[src/rtl/irqd_pkg.sv]
package irqd_pkg;
   typedef enum logic [1:0] {
      DISP_SINGLE = 2'd0,
      DISP_VECTOR = 2'd1,
      DISP_TABLE  = 2'd2,
      DISP_ALIAS  = 2'd3
   } disp_mode_e;

   typedef enum logic [1:0] {
      ST_IDLE = 2'd0,
      ST_WAIT = 2'd1,
      ST_COOL = 2'd2
   } disp_state_e;
endpackage

[src/rtl/irqd_qualify.sv]
module irqd_qualify #(
   parameter int unsigned NUM_IRQ = 8
) (
   input  logic [NUM_IRQ-1:0] req_i,
   input  logic [NUM_IRQ-1:0] blk_i,
   input  logic               glob_en_i,
   input  logic               exc_lvl_i,
   input  logic               err_lvl_i,
   output logic [NUM_IRQ-1:0] elig_o
);
   logic gate_open;
   assign gate_open = glob_en_i & ~exc_lvl_i & ~err_lvl_i;

   for (genvar g = 0; g < NUM_IRQ; g++) begin : g_line
      assign elig_o[g] = req_i[g] & ~blk_i[g] & gate_open;
   end
endmodule

[src/rtl/irqd_prio.sv]
module irqd_prio #(
   parameter int unsigned NUM_IRQ = 8,
   localparam int unsigned IDX_W  = $clog2(NUM_IRQ)
) (
   input  logic [NUM_IRQ-1:0] req_i,
   output logic               any_o,
   output logic [IDX_W-1:0]   idx_o
);
   always_comb begin
      any_o = 1'b0;
      idx_o = '0;
      for (int i = 0; i < NUM_IRQ; i++) begin
         if (req_i[i]) begin
            any_o = 1'b1;
            idx_o = IDX_W'(i);
         end
      end
   end

   always_comb begin
      if (any_o) begin
         AST_PRIO_HIGHEST: assert (req_i[idx_o] && ((req_i >> idx_o) == NUM_IRQ'(1)))
            else $error("encoder did not pick the highest eligible line");
      end
   end
endmodule

[src/rtl/irqd_target.sv]
module irqd_target #(
   parameter int unsigned NUM_IRQ    = 8,
   parameter int unsigned ADDR_W     = 32,
   parameter logic [31:0] KSEG_BASE  = 32'h8000_0000,
   parameter logic [31:0] SINGLE_OFF = 32'h0000_0180,
   parameter logic [31:0] VEC_STRIDE = 32'h0000_0100,
   parameter logic [31:0] TBL_BASE   = 32'h0000_0000,
   parameter int unsigned PTR_BYTES  = 4,
   localparam int unsigned IDX_W     = $clog2(NUM_IRQ)
) (
   input  logic [IDX_W-1:0]  idx_i,
   input  logic [1:0]        mode_i,
   output logic [ADDR_W-1:0] fixed_addr_o,
   output logic [ADDR_W-1:0] ptr_addr_o
);
   import irqd_pkg::*;

   logic [ADDR_W-1:0] slot;
   assign slot = ADDR_W'(idx_i) + ADDR_W'(1);

   always_comb begin
      if (disp_mode_e'(mode_i) == DISP_VECTOR)
         fixed_addr_o = ADDR_W'(KSEG_BASE) + slot * ADDR_W'(VEC_STRIDE);
      else
         fixed_addr_o = ADDR_W'(KSEG_BASE) + ADDR_W'(SINGLE_OFF);
   end

   assign ptr_addr_o = ADDR_W'(TBL_BASE) + slot * ADDR_W'(PTR_BYTES);
endmodule

[src/rtl/irq_dispatch_unit.sv]
module irq_dispatch_unit #(
   parameter int unsigned NUM_IRQ    = 8,
   parameter int unsigned ADDR_W     = 32,
   parameter logic [31:0] KSEG_BASE  = 32'h8000_0000,
   parameter logic [31:0] SINGLE_OFF = 32'h0000_0180,
   parameter logic [31:0] VEC_STRIDE = 32'h0000_0100,
   parameter logic [31:0] TBL_BASE   = 32'h0000_0000,
   parameter int unsigned PTR_BYTES  = 4,
   localparam int unsigned IDX_W     = $clog2(NUM_IRQ)
) (
   input  logic               clk,
   input  logic               rst_n,
   input  logic [NUM_IRQ-1:0] irq_req_i,
   input  logic [NUM_IRQ-1:0] blk_mask_i,
   input  logic               glob_en_i,
   input  logic               exc_lvl_i,
   input  logic               err_lvl_i,
   input  logic [1:0]         disp_mode_i,
   input  logic               ptr_valid_i,
   input  logic [ADDR_W-1:0]  ptr_data_i,
   output logic               take_o,
   output logic [IDX_W-1:0]   take_num_o,
   output logic [ADDR_W-1:0]  redirect_o,
   output logic               ptr_rd_o,
   output logic [ADDR_W-1:0]  ptr_addr_o
);
   import irqd_pkg::*;

   if (NUM_IRQ < 2) begin : g_chk_num
      $error("NUM_IRQ must be at least 2");
   end
   if (ADDR_W < 8 || ADDR_W > 32) begin : g_chk_aw
      $error("ADDR_W must lie in 8..32");
   end
   if (PTR_BYTES == 0) begin : g_chk_ptr
      $error("PTR_BYTES must be non-zero");
   end

   logic [NUM_IRQ-1:0] elig;
   logic               any_elig;
   logic [IDX_W-1:0]   win_idx;
   logic [ADDR_W-1:0]  fixed_addr;
   logic [ADDR_W-1:0]  tbl_addr;
   disp_state_e        st_q;

   irqd_qualify #(.NUM_IRQ(NUM_IRQ)) u_qualify (
      .req_i     (irq_req_i),
      .blk_i     (blk_mask_i),
      .glob_en_i (glob_en_i),
      .exc_lvl_i (exc_lvl_i),
      .err_lvl_i (err_lvl_i),
      .elig_o    (elig)
   );

   irqd_prio #(.NUM_IRQ(NUM_IRQ)) u_prio (
      .req_i (elig),
      .any_o (any_elig),
      .idx_o (win_idx)
   );

   irqd_target #(
      .NUM_IRQ    (NUM_IRQ),
      .ADDR_W     (ADDR_W),
      .KSEG_BASE  (KSEG_BASE),
      .SINGLE_OFF (SINGLE_OFF),
      .VEC_STRIDE (VEC_STRIDE),
      .TBL_BASE   (TBL_BASE),
      .PTR_BYTES  (PTR_BYTES)
   ) u_target (
      .idx_i        (win_idx),
      .mode_i       (disp_mode_i),
      .fixed_addr_o (fixed_addr),
      .ptr_addr_o   (tbl_addr)
   );

   always_ff @(posedge clk or negedge rst_n) begin
      if (!rst_n) begin
         st_q       <= ST_IDLE;
         take_o     <= 1'b0;
         take_num_o <= '0;
         redirect_o <= '0;
         ptr_rd_o   <= 1'b0;
         ptr_addr_o <= '0;
      end else begin
         take_o   <= 1'b0;
         ptr_rd_o <= 1'b0;
         unique case (st_q)
            ST_IDLE: begin
               if (any_elig) begin
                  take_num_o <= win_idx;
                  if (disp_mode_e'(disp_mode_i) == DISP_TABLE) begin
                     ptr_rd_o   <= 1'b1;
                     ptr_addr_o <= tbl_addr;
                     st_q       <= ST_WAIT;
                  end else begin
                     take_o     <= 1'b1;
                     redirect_o <= fixed_addr;
                     st_q       <= ST_COOL;
                  end
               end
            end
            ST_WAIT: begin
               if (ptr_valid_i) begin
                  take_o     <= 1'b1;
                  redirect_o <= ptr_data_i;
                  st_q       <= ST_COOL;
               end
            end
            ST_COOL: st_q <= ST_IDLE;
            default: st_q <= ST_IDLE;
         endcase
      end
   end

   AST_TAKE_ONE_CYCLE: assert property (@(posedge clk) disable iff (!rst_n)
      take_o |=> !take_o) else $error("take strobe longer than one cycle");
   AST_RD_ONE_CYCLE: assert property (@(posedge clk) disable iff (!rst_n)
      ptr_rd_o |=> !ptr_rd_o) else $error("table read longer than one cycle");
   AST_PERMIT_GATE: assert property (@(posedge clk) disable iff (!rst_n)
      (!glob_en_i && st_q == ST_IDLE) |=> (!take_o && !ptr_rd_o))
      else $error("activity with global permit low");
   AST_LEVEL_GATE: assert property (@(posedge clk) disable iff (!rst_n)
      ((exc_lvl_i || err_lvl_i) && st_q == ST_IDLE) |=> (!take_o && !ptr_rd_o))
      else $error("activity while a level bit is set");
   AST_WAIT_NO_TAKE: assert property (@(posedge clk) disable iff (!rst_n)
      (st_q == ST_WAIT && !ptr_valid_i) |=> !take_o)
      else $error("take before table response");
   AST_BLOCKED_LINE: assert property (@(posedge clk) disable iff (!rst_n)
      (st_q == ST_IDLE && (irq_req_i & ~blk_mask_i) == '0) |=> (!take_o && !ptr_rd_o))
      else $error("blocked line produced activity");
endmodule

[config.mk]
export PLATFORM = sky130hd
export DESIGN_NAME = irq_dispatch_unit
export DESIGN_NICKNAME = d
export VERILOG_FILES = /design/src/rtl/irqd_pkg.sv /design/src/rtl/irqd_qualify.sv /design/src/rtl/irqd_prio.sv /design/src/rtl/irqd_target.sv /design/src/rtl/irq_dispatch_unit.sv
export SDC_FILE = /design/constraint.sdc
export NUM_CORES = 1
export LEC_CHECK = 0
export BUFFER_PORTS_ARGS = -buffer_cell sky130_fd_sc_hd__buf_2
export CORE_ASPECT_RATIO = 1.25
export CORE_MARGIN = 5
export CORE_UTILIZATION = 47
export CTS_CLUSTER_SIZE = 25
export DETAILED_ROUTE_END_ITERATION = 10
export HOLD_SLACK_MARGIN = 0.05
export PLACE_DENSITY_LB_ADDON = 0.25
export SETUP_SLACK_MARGIN = 0.5
export SYNTH_ARGS = -nofsm -noshare
export SYNTH_HDL_FRONTEND = slang
export SYNTH_SLANG_ARGS = --single-unit
[constraint.sdc]
create_clock -name clk -period 3.9 [get_ports clk]
set_clock_uncertainty 0.1 [all_clocks]
set_input_delay 0.39 -clock clk [delete_from_list [all_inputs] [get_ports clk]]
set_output_delay 0.39 -clock clk [all_outputs]
set_load 0.02 [all_outputs]
* Yosys cells after proc, flatten, opt, wreduce, memory -nomap -nowiden
Index checks and enable logic that the tools add are counted.
** Storage, ports and cells
- Memory bits (writable) :: 0
- Bits in latches :: 0
- Register bits :: 69
- Memories :: 0
- Input port bits :: 56
- Memory bits (read-only) :: 0
- Output and inout port bits :: 69
** Operators by class
- Shifts and indexed selects :: 0
- Bitwise logic cells :: 28
- Eq/ne operators :: 6
- Mux-type cells :: 31
- $mul :: 0
- Reduce and logical (&&, ||, !) cells :: 6
- Div/mod/pow operators :: 0
- Order comparisons :: 0
- Add/sub/neg operators :: 2
** Operators by type and width (number)
- $mux 32 :: 4
- $pmux 32 s2 :: 1
- $add 32x32->32 const A :: 1
- $and 1x1->1 :: 18
- $mux 1 :: 15
- $mux 3 :: 4
- $mux 2 :: 5
- $not 1->1 :: 10
- $ne 2x2->1 const B :: 3
- $add 3x1->4 const B :: 1
- $eq 2x1->1 const B :: 2
- $pmux 2 s2 :: 1
- $reduce_and 2->1 :: 2
- $reduce_and 4->1 :: 1
- $reduce_and 3->1 :: 1
- $eq 2x2->1 const B :: 1
- $logic_not 2->1 :: 1
- $pmux 1 s2 :: 1
- $reduce_bool 2->1 :: 1

* Depth between registers and ports, before layout
Gate-level depths: netlist of the first run.
- Word-level depth :: 17
- Mapped depth :: 8
- Mapped depth without buffers :: 8

* Modules after synthesis
From an unflattened synthesis of the first run, not the netlist that was laid out.
** Second synthesis, totals
- Cells, all modules :: 290
- Area total of the unflattened synthesis :: 3565.9 um^2
** Modules (own cells, without submodules)
- irq_dispatch_unit :: cells an instance 200, area an instance 2904.0 um^2, instances 1, sequential area each 1776.7 um^2
- irqd_target :: cells an instance 68, area an instance 484.2 um^2, instances 1, sequential area each 0.0 um^2
- irqd_qualify :: cells an instance 10, area an instance 120.1 um^2, instances 1, sequential area each 0.0 um^2
- irqd_prio :: cells an instance 12, area an instance 57.6 um^2, instances 1, sequential area each 0.0 um^2

* Worst setup path before layout of the first run
OpenSTA, ideal clock, no wires.
- Path type :: input port to flip-flop
- Start :: input exc_lvl_i
- End :: register ptr_addr_o[3]
- Path slack :: 1.787 ns
- Required time :: 3.675 ns
- Setup time :: 0.125 ns
- Cell stages on the path :: 6
- Data arrival time :: 1.888 ns
- Cell sequence :: or3b_4 -> or3_4 -> a21oi_2 -> and3_1 -> buf_6 -> mux2_4
** On the way
- Longest elaborated chain between the ends :: 13
- Elaborated cells between the ends (all ways) :: 28
- Classes of those cells :: add/sub: 1; mux: 15; bitwise: 11; reduce/logical: 1
** RTL lines
- start, declared :: line irq_dispatch_unit.sv:16 : input logic exc_lvl_i,
- $not 1->1 * :: line irqd_qualify.sv:12 : assign gate_open = glob_en_i & ~exc_lvl_i & ~err_lvl_i;
- $and 1x1->1 * (2 in a row) :: line irqd_qualify.sv:12
- branches (longest 10 deep; another with $add 3x1->4)
- end signal, assigned :: line irq_dispatch_unit.sv:93 : ptr_addr_o <= tbl_addr;
- end, declared :: line irq_dispatch_unit.sv:25 : output logic [ADDR_W-1:0] ptr_addr_o
Every way passes the cells marked *.
A chain may end at the register's enable or synchronous reset.

* Final worst setup path of the first run
- Start :: input exc_lvl_i
- End :: register redirect_o[10]
** On the way
- Longest elaborated chain between the ends :: 17
- Elaborated cells between the ends (all ways) :: 34
- Classes of those cells :: add/sub: 2; eq/ne: 1; mux: 19; bitwise: 11; reduce/logical: 1
** RTL lines
- $not 1->1 * :: line irqd_qualify.sv:12
- $and 1x1->1 * (2 in a row) :: line irqd_qualify.sv:12
- $and 1x1->1 :: line irqd_qualify.sv:15 : assign elig_o[g] = req_i[g] & ~blk_i[g] & gate_open;
- $mux 1 :: line irqd_prio.sv:13 : if (req_i[i]) begin
- $mux 2 (2 in a row) :: line irqd_prio.sv:13
- $mux 3 (4 in a row) :: line irqd_prio.sv:13
- $add 3x1->4 :: line irqd_target.sv:19 : assign slot = ADDR_W'(idx_i) + ADDR_W'(1);
- $add 32x32->32 :: line irqd_target.sv:23 : fixed_addr_o = ADDR_W'(KSEG_BASE) + slot * ADDR_W'(VEC_STRIDE);
- $mux 32 :: line irqd_target.sv:22 : if (disp_mode_e'(mode_i) == DISP_VECTOR)
- $mux 32 :: line irq_dispatch_unit.sv:91 : if (disp_mode_e'(disp_mode_i) == DISP_TABLE) begin
- $mux 32 :: line irq_dispatch_unit.sv:89 : if (any_elig) begin
- $pmux 32 s2 :: line irq_dispatch_unit.sv:87 : unique case (st_q)
- end signal, assigned :: line irq_dispatch_unit.sv:97 : redirect_o <= fixed_addr;
- end signal, assigned :: line irq_dispatch_unit.sv:105 : redirect_o <= ptr_data_i;
- end, declared :: line irq_dispatch_unit.sv:23 : output logic [ADDR_W-1:0] redirect_o,
Mark *: on every way between the ends. The rest lies on a longest branch, timed or not. The select of a mux whose other input is x is not followed.

==> flow_metrics.tcl, run 1 <==
set metrics [dict create \
    reg2reg_to "redirect_o[10]" \
    post-place-ws_ns 1.27 \
    chipWidth_um 70.6 \
    initial_core_util_pct 48.8 \
    first_iter_violations 93 \
    setup_ws_ns 1.60 \
    tightest_slew_ns 0.934 \
    grtUsageTotal_pct 16.7 \
    routed_via_density 4.69 \
    async_flop_share_pct 100 \
    p_leak_nw 1.41 \
    cts.reportedPaths.clkPinSlew_ns 0.08 \
    critPathKind "in2reg" \
    max-cap-violations 0 \
    hold_buffers 0 \
    power.total_mw 1.18 \
    dr.pass1.iters 4 \
    seq_area_frac_synth_pct 49.9 \
    hold_class "in2async" \
    fp.dieH_um 85.8 \
    die_area_sq_um 6060 \
    critPathCaptureType "register" \
    portBuffers 96 \
    cts-root-buf "clkbuf_8" \
    postCtsSetupBuffers 0 \
    finalWirelength_um 4950 \
    ff2ff_path_depth 5 \
    diodes 0 \
    p_sw_mw 0.390 \
    dr_total_vias 1798 \
    finalHoldViolCount 0 \
    ant_nets 0 \
    combPwrFrac_pct 27.7 \
    p_seq_share_pct 46.8 \
    htree_num_levels 2 \
    areaGrowthSynthToFinish_pct 23.1 \
    synth_common_cells "nand2_1 (55), dfrtp_1 (43), buf_4 (30), o21ai_0 (29)" \
    slowest_delay_ns 0.54 \
    clkSinkCount 43 \
    ys_types 40 \
    core_sq_um 4430 \
    grt_pass1_wl_um 8090 \
    drc_errors 0 \
    crit_slowest_cell "a221oi_4" \
    synth_ff_type "dfrtp_1" \
    nets 381 \
    critPathLaunchType "input pin" \
    clock_power_share_pct 25.5 \
    gp_congestion 0.818 \
    power.density_nw_per_um2 444 \
    synth.top_cell.area_share_pct 49.9 \
    antenna_found_initial 0 \
    ctsResizeCount 0 \
    synthMostInstantiatedCell "nand2_1" \
    ir_drop_mv 0.208 \
    fmax_mhz 434 \
    cts_tree "done" \
    cts-buffers-inserted 5 \
    grt_pass1_vias 1708 \
    insertion_delay_ns 0.29 \
    synthTopCellsByArea "dfrtp_1 (50%), buf_4 (10%), nand2_1 (9.6%)" \
    synth_edf_count 0 \
    postSynthCellCount 231 \
    power.share.switching_pct 33.1 \
    fin_crit_ns 2.30 \
    p_int_mw 0.789 \
    cts.path.max_buffers 2 \
    crit_family "simple AND/OR/NAND/NOR gates" \
    slew_violations 0 \
    path_buf_inv 2 \
    grt_max_degree 44 \
    worstPathArrival_ns 2.38 \
    crit_required_ns 3.98 \
    grt_overflow_total 0 \
    wire_per_inst_um 12.9 \
    r2r_start "st_q[0]" \
    rows 27 \
    layout-drive-gt1-share_pct 35.1 \
    setup_viol 0 \
    slew-limit-headroom_pct 37.7 \
    yosys_warnings 0 \
    dpl.hpwl_um 3840 \
    reg2reg_slack_ns 1.71 \
    pin_count 125 \
    setup_tns_ns 0 \
    syn_area_per_cell_sq_um 9.34 \
    rsz0062_at_grt "false" \
    crit_chain "buf_2 -> or3b_4 -> or3_4 -> a221oi_4 -> buf_4 -> a2bb2oi_1 -> nor2_1" \
    ys_ff_latch 43 \
    finalCritPeriodShare_pct 59.0 \
    status "finished, final reports clean" \
    synth.largest_area_cell "dfrtp_1" \
    netlist_area_sq_um 2160 \
    worstPathMaxFanout 19 \
]
sequential cells by signal, indices dropped and copies added (netlist names):
register    cells
ptr_rd_o        1
redirect_o     32
st_q            2
take_o          1
take_num_o      3
ptr_addr_o      4
metrics by stage:
step                util, %  instance area [sq um]  std cells  hold WS (ns)
finish                 60.0                   2660        383         0.134
global route           60.0                   2660        383         0.201
CTS                    60.0                   2660        383         0.175
detailed placement     57.8                   2560        375         0.394
global placement       57.8                   2560        375         0.396
floorplan                 -                   2260        258      -0.00559
power by group through the flow:
stage	Combinational, mW	Clock [mW]	Sequential [mW]
after CTS	0.331	0.313	0.552
after floorplan	0.131	0	0.649
after global routing	0.357	0.330	0.560
final	0.327	0.301	0.552
after global placement	0.326	0	0.557
after detailed placement	0.331	0	0.560
placed cells by master, fill, tap and decap left out, types with 2 or more instances in the layout:
master and instances:
mux2i_1 2, o21ai_0 29, a31oi_1 2, a21oi_1 5, conb_1 28, mux2_4 2
buf_4 2, buf_2 96, nor2_1 7, dfrtp_1 43, o22ai_1 2, nor3b_1 2
nor2b_1 5, nand2b_1 4, inv_1 7, clkbuf_8 7, nand2_1 55, nor3_1 6
routing by layer:
layer | GRT usage [%] | wire [um] | vias up
met3 | 5.04 | 513 | 9
li1 | - | - | 892
met5 | 0 | 0 | -
met1 | 20.2 | 1920 | 812
met2 | 27.8 | 2420 | 85
met4 | 7.18 | 107 | 0
cell families after synthesis:
group                    count (synthesis)  synth area share (%)
AND/OR/NAND/NOR                         87                  19.0
AO/OA/AOI/OAI                           47                  13.4
buffers and inverters                   46                  13.8
flip-flops                              43                  49.9
multiplexers                             5                  2.84
adder cells (fa/ha/maj)                  1                 0.580
other                                    1                 0.174
XOR/XNOR                                 1                 0.406
how the worst max path moves through the flow:
stage	startpoint	cells after the start	endpoint
finish	exc_lvl_i	7	redirect_o[10]
detailed placement	exc_lvl_i	7	redirect_o[10]
global placement	exc_lvl_i	7	redirect_o[10]
CTS	exc_lvl_i	7	redirect_o[10]
global route	exc_lvl_i	7	redirect_o[10]
floorplan	exc_lvl_i	6	ptr_addr_o[3]
cell type report:
cell class / instances / area, sq um
tap: 58 / 72.6
inverter: 7 / 26.3
fill: 414 / 1770
sequential: 43 / 1080
timing repair buffer: 98 / 495
multi-input combinational: 169 / 886
clock buffer: 8 / 100
(Power assumes the default switching activity.)
==> run 2: changes to the inputs <==
Settings changed: ABC_AREA from default to 1, CORE_UTILIZATION 47 to 45.
Clock period 3.9 ns to 2.2 ns, I/O delays scaled along.
==> run 2 against run 1 <==
Net effect: register-to-register slack worse by 1.1 ns; synthesized area increased by 5.4%; setup slack got worse by 1.0 ns; worst hold slack worse by 0.076 ns; synthesized cell count up 21%; critical endpoint is now redirect_o[7]; largest cell class unchanged; largest power group unchanged.
==> flow_metrics.tcl, run 2 <==
set metrics [dict create \
    wire_per_inst_um 12.3 \
    worstPathArrival_ns 1.67 \
    crit_required_ns 2.27 \
    seq_area_frac_synth_pct 47.3 \
    fp.dieH_um 89.5 \
    fin_crit_ns 1.60 \
    ant_nets 0 \
    synthMostInstantiatedCell "nand2_1" \
    cts-root-buf "clkbuf_8" \
    areaGrowthSynthToFinish_pct 24.8 \
    gp_congestion 0.823 \
    drc_errors 0 \
    slew_violations 0 \
    final_common_cell "buf_2" \
    portBuffers 96 \
    grt_pass1_wl_um 8900 \
    syn_area_per_cell_sq_um 8.16 \
    layout-drive-gt1-share_pct 35.8 \
    routed_via_density 4.51 \
    largestRegisters "redirect_o x32, ptr_addr_o x4, take_num_o x3" \
    crit_path_frequent_cell "nand2_1" \
    setup_viol 0 \
    top_register "redirect_o" \
    postSynthCellCount 279 \
    cts_tree "done" \
    finalCritPeriodShare_pct 72.6 \
    dr.pass1.iters 4 \
    whs_ns 0.0579 \
    yosys_warnings 0 \
    max-cap-violations 0 \
    grt_max_degree 35 \
    critPathCaptureType "register" \
    slowest_delay_ns 0.42 \
    synthTopCellsByArea "dfrtp_1 (47%), nand2_1 (15%), buf_4 (9.2%)" \
    cts.path.max_buffers 2 \
    synth_ff_type "dfrtp_1" \
    worstPathMaxFanout 34 \
    critPathLaunchType "register" \
    final_cell_mix "buf_2 (96), nand2_1 (91), dfrtp_1 (43), nand3_1 (31), conb_1 (28)" \
    placed_cell_area_sq_um 2700 \
    ys_ff_latch 43 \
    path_buf_inv 1 \
    first_iter_violations 69 \
    p_leak_nw 1.77 \
    dr_total_vias 2008 \
    nets 439 \
    pin_count 125 \
    netlist_area_sq_um 2280 \
    crit_chain "nor2_2 -> buf_4 -> nand2_1 -> o21ai_2 -> nand2_8 -> nand2_1 -> o21ai_0" \
    finalHoldViolCount 0 \
    setup_tns_ns 0 \
    ys_types 24 \
    cts.reportedPaths.clkPinSlew_ns 0.08 \
    critPathKind "reg2reg" \
    dpl.hpwl_um 4280 \
    synth_common_cells "nand2_1 (91), dfrtp_1 (43), nand3_1 (31), buf_4 (28), inv_1 (22)" \
    initial_core_util_pct 45.5 \
    clkSinkCount 43 \
    insertion_delay_ns 0.29 \
    crit_slowest_cell "dfrtp_1" \
    chipWidth_um 73.6 \
    design_area_sq_um 2840 \
    antenna_found_initial 0 \
    fmax_mhz 626 \
    ir_drop_mv 0.279 \
    largest_reg_flops 32 \
    nFillCells 493 \
    die_area_sq_um 6590 \
    finalWirelength_um 5470 \
    power.density_nw_per_um2 939 \
    synth.top_cell.area_share_pct 47.3 \
    synth.largest_area_cell "dfrtp_1" \
    status "finished, final reports clean" \
    crit_family "simple AND/OR/NAND/NOR gates" \
    grt_pass1_vias 2033 \
    hold_class "in2reg" \
    core_sq_um 5010 \
    htree_num_levels 2 \
    async_flop_share_pct 100 \
    grtUsageTotal_pct 17.4 \
    synth_edf_count 0 \
    diodes 0 \
    rsz0062_at_grt "true" \
    cts-buffers-inserted 5 \
    rows 29 \
    grt_overflow_total 0 \
]
-- run 2: cells by family (layout without fill, tap and decap cells) --
family / count (synthesis) / after routing / share of synthesized area [%]
buffers and inverters: 60 / 137 / 16.2
AND/OR/NAND/NOR: 156 / 156 / 31.3
AO/OA/AOI/OAI: 18 / 18 / 4.56
other: 1 / 28 / 0.165
flip-flops: 43 / 43 / 47.3
adder cells (fa/ha/maj): 1 / 1 / 0.550
-- run 2: worst min-delay path: stages --
cell	delay [ns]
buf_2	0.08
nand3_1	0.06
nand2_1	0.06
-- run 2: metal layers --
layer  track usage [%]  vias up  wire length [um]
met5                 0        -                 0
met4              5.11        0                68
met3              4.72        6               531
met2              31.1       82              2700
met1              20.2      908              2170
li1                  -     1012                 -
-- run 2: path summary, 6_finish.rpt --
path | endpoint | startpoint | slack (ns) | cells after the start
max | redirect_o[7] | st_q[1] | 0.60 | 7
min | redirect_o[5] | ptr_data_i[5] | 0.06 | 3
max reg2reg | redirect_o[7] | st_q[1] | 0.60 | 7
min reg2reg | redirect_o[5] | redirect_o[5] | 0.37 | 2
max in group asynchronous | redirect_o[19] | rst_n | 1.12 | 3
min in group asynchronous | redirect_o[20] | rst_n | 0.32 | 2
-- run 2: layout make-up --
class	instances	area, sq um	share of cell area, %
multi-input cells	203	950	33.4
repair buffers	106	568	20.0
inverters	23	88.8	3.13
well taps	62	77.6	2.73
clock buffers	7	76.3	2.69
flip-flops and latches	43	1080	37.9
clock inverters	1	5.00	0.176
-- run 2: what timing repair did --
item | 4_1_cts | 5_1_grt
setup endpoints to repair | 0 | 27
buffers inserted | 0 | 0
hold endpoints to repair | 22 | 0
hold buffers | 5 | 0
gates resized for setup | 0 | 2
-- run 2: metrics by stage --
| stage | worst slack (ns) | power (mW) | util, % | instances |
|---|---|---|---|---|
| 4_1_cts | 0.539 | 2.69 | 56.5 | 445 |
| 3_3_place_gp | 0.550 | 2.18 | 53.8 | 432 |
| 3_5_place_dp | 0.507 | 2.20 | 53.8 | 432 |
| 5_1_grt | 0.489 | 2.85 | 56.7 | 445 |
| 2_1_floorplan | 0.738 | 1.89 | - | 306 |
| 6_report | 0.602 | 2.67 | 56.7 | 445 |
-- run 2: where the power goes --
group | internal [mW] | switching, mW
clock network | 0.223 | 0.254
registers | 1.01 | 0.117
logic | 0.339 | 0.730
total | 1.57 | 1.10
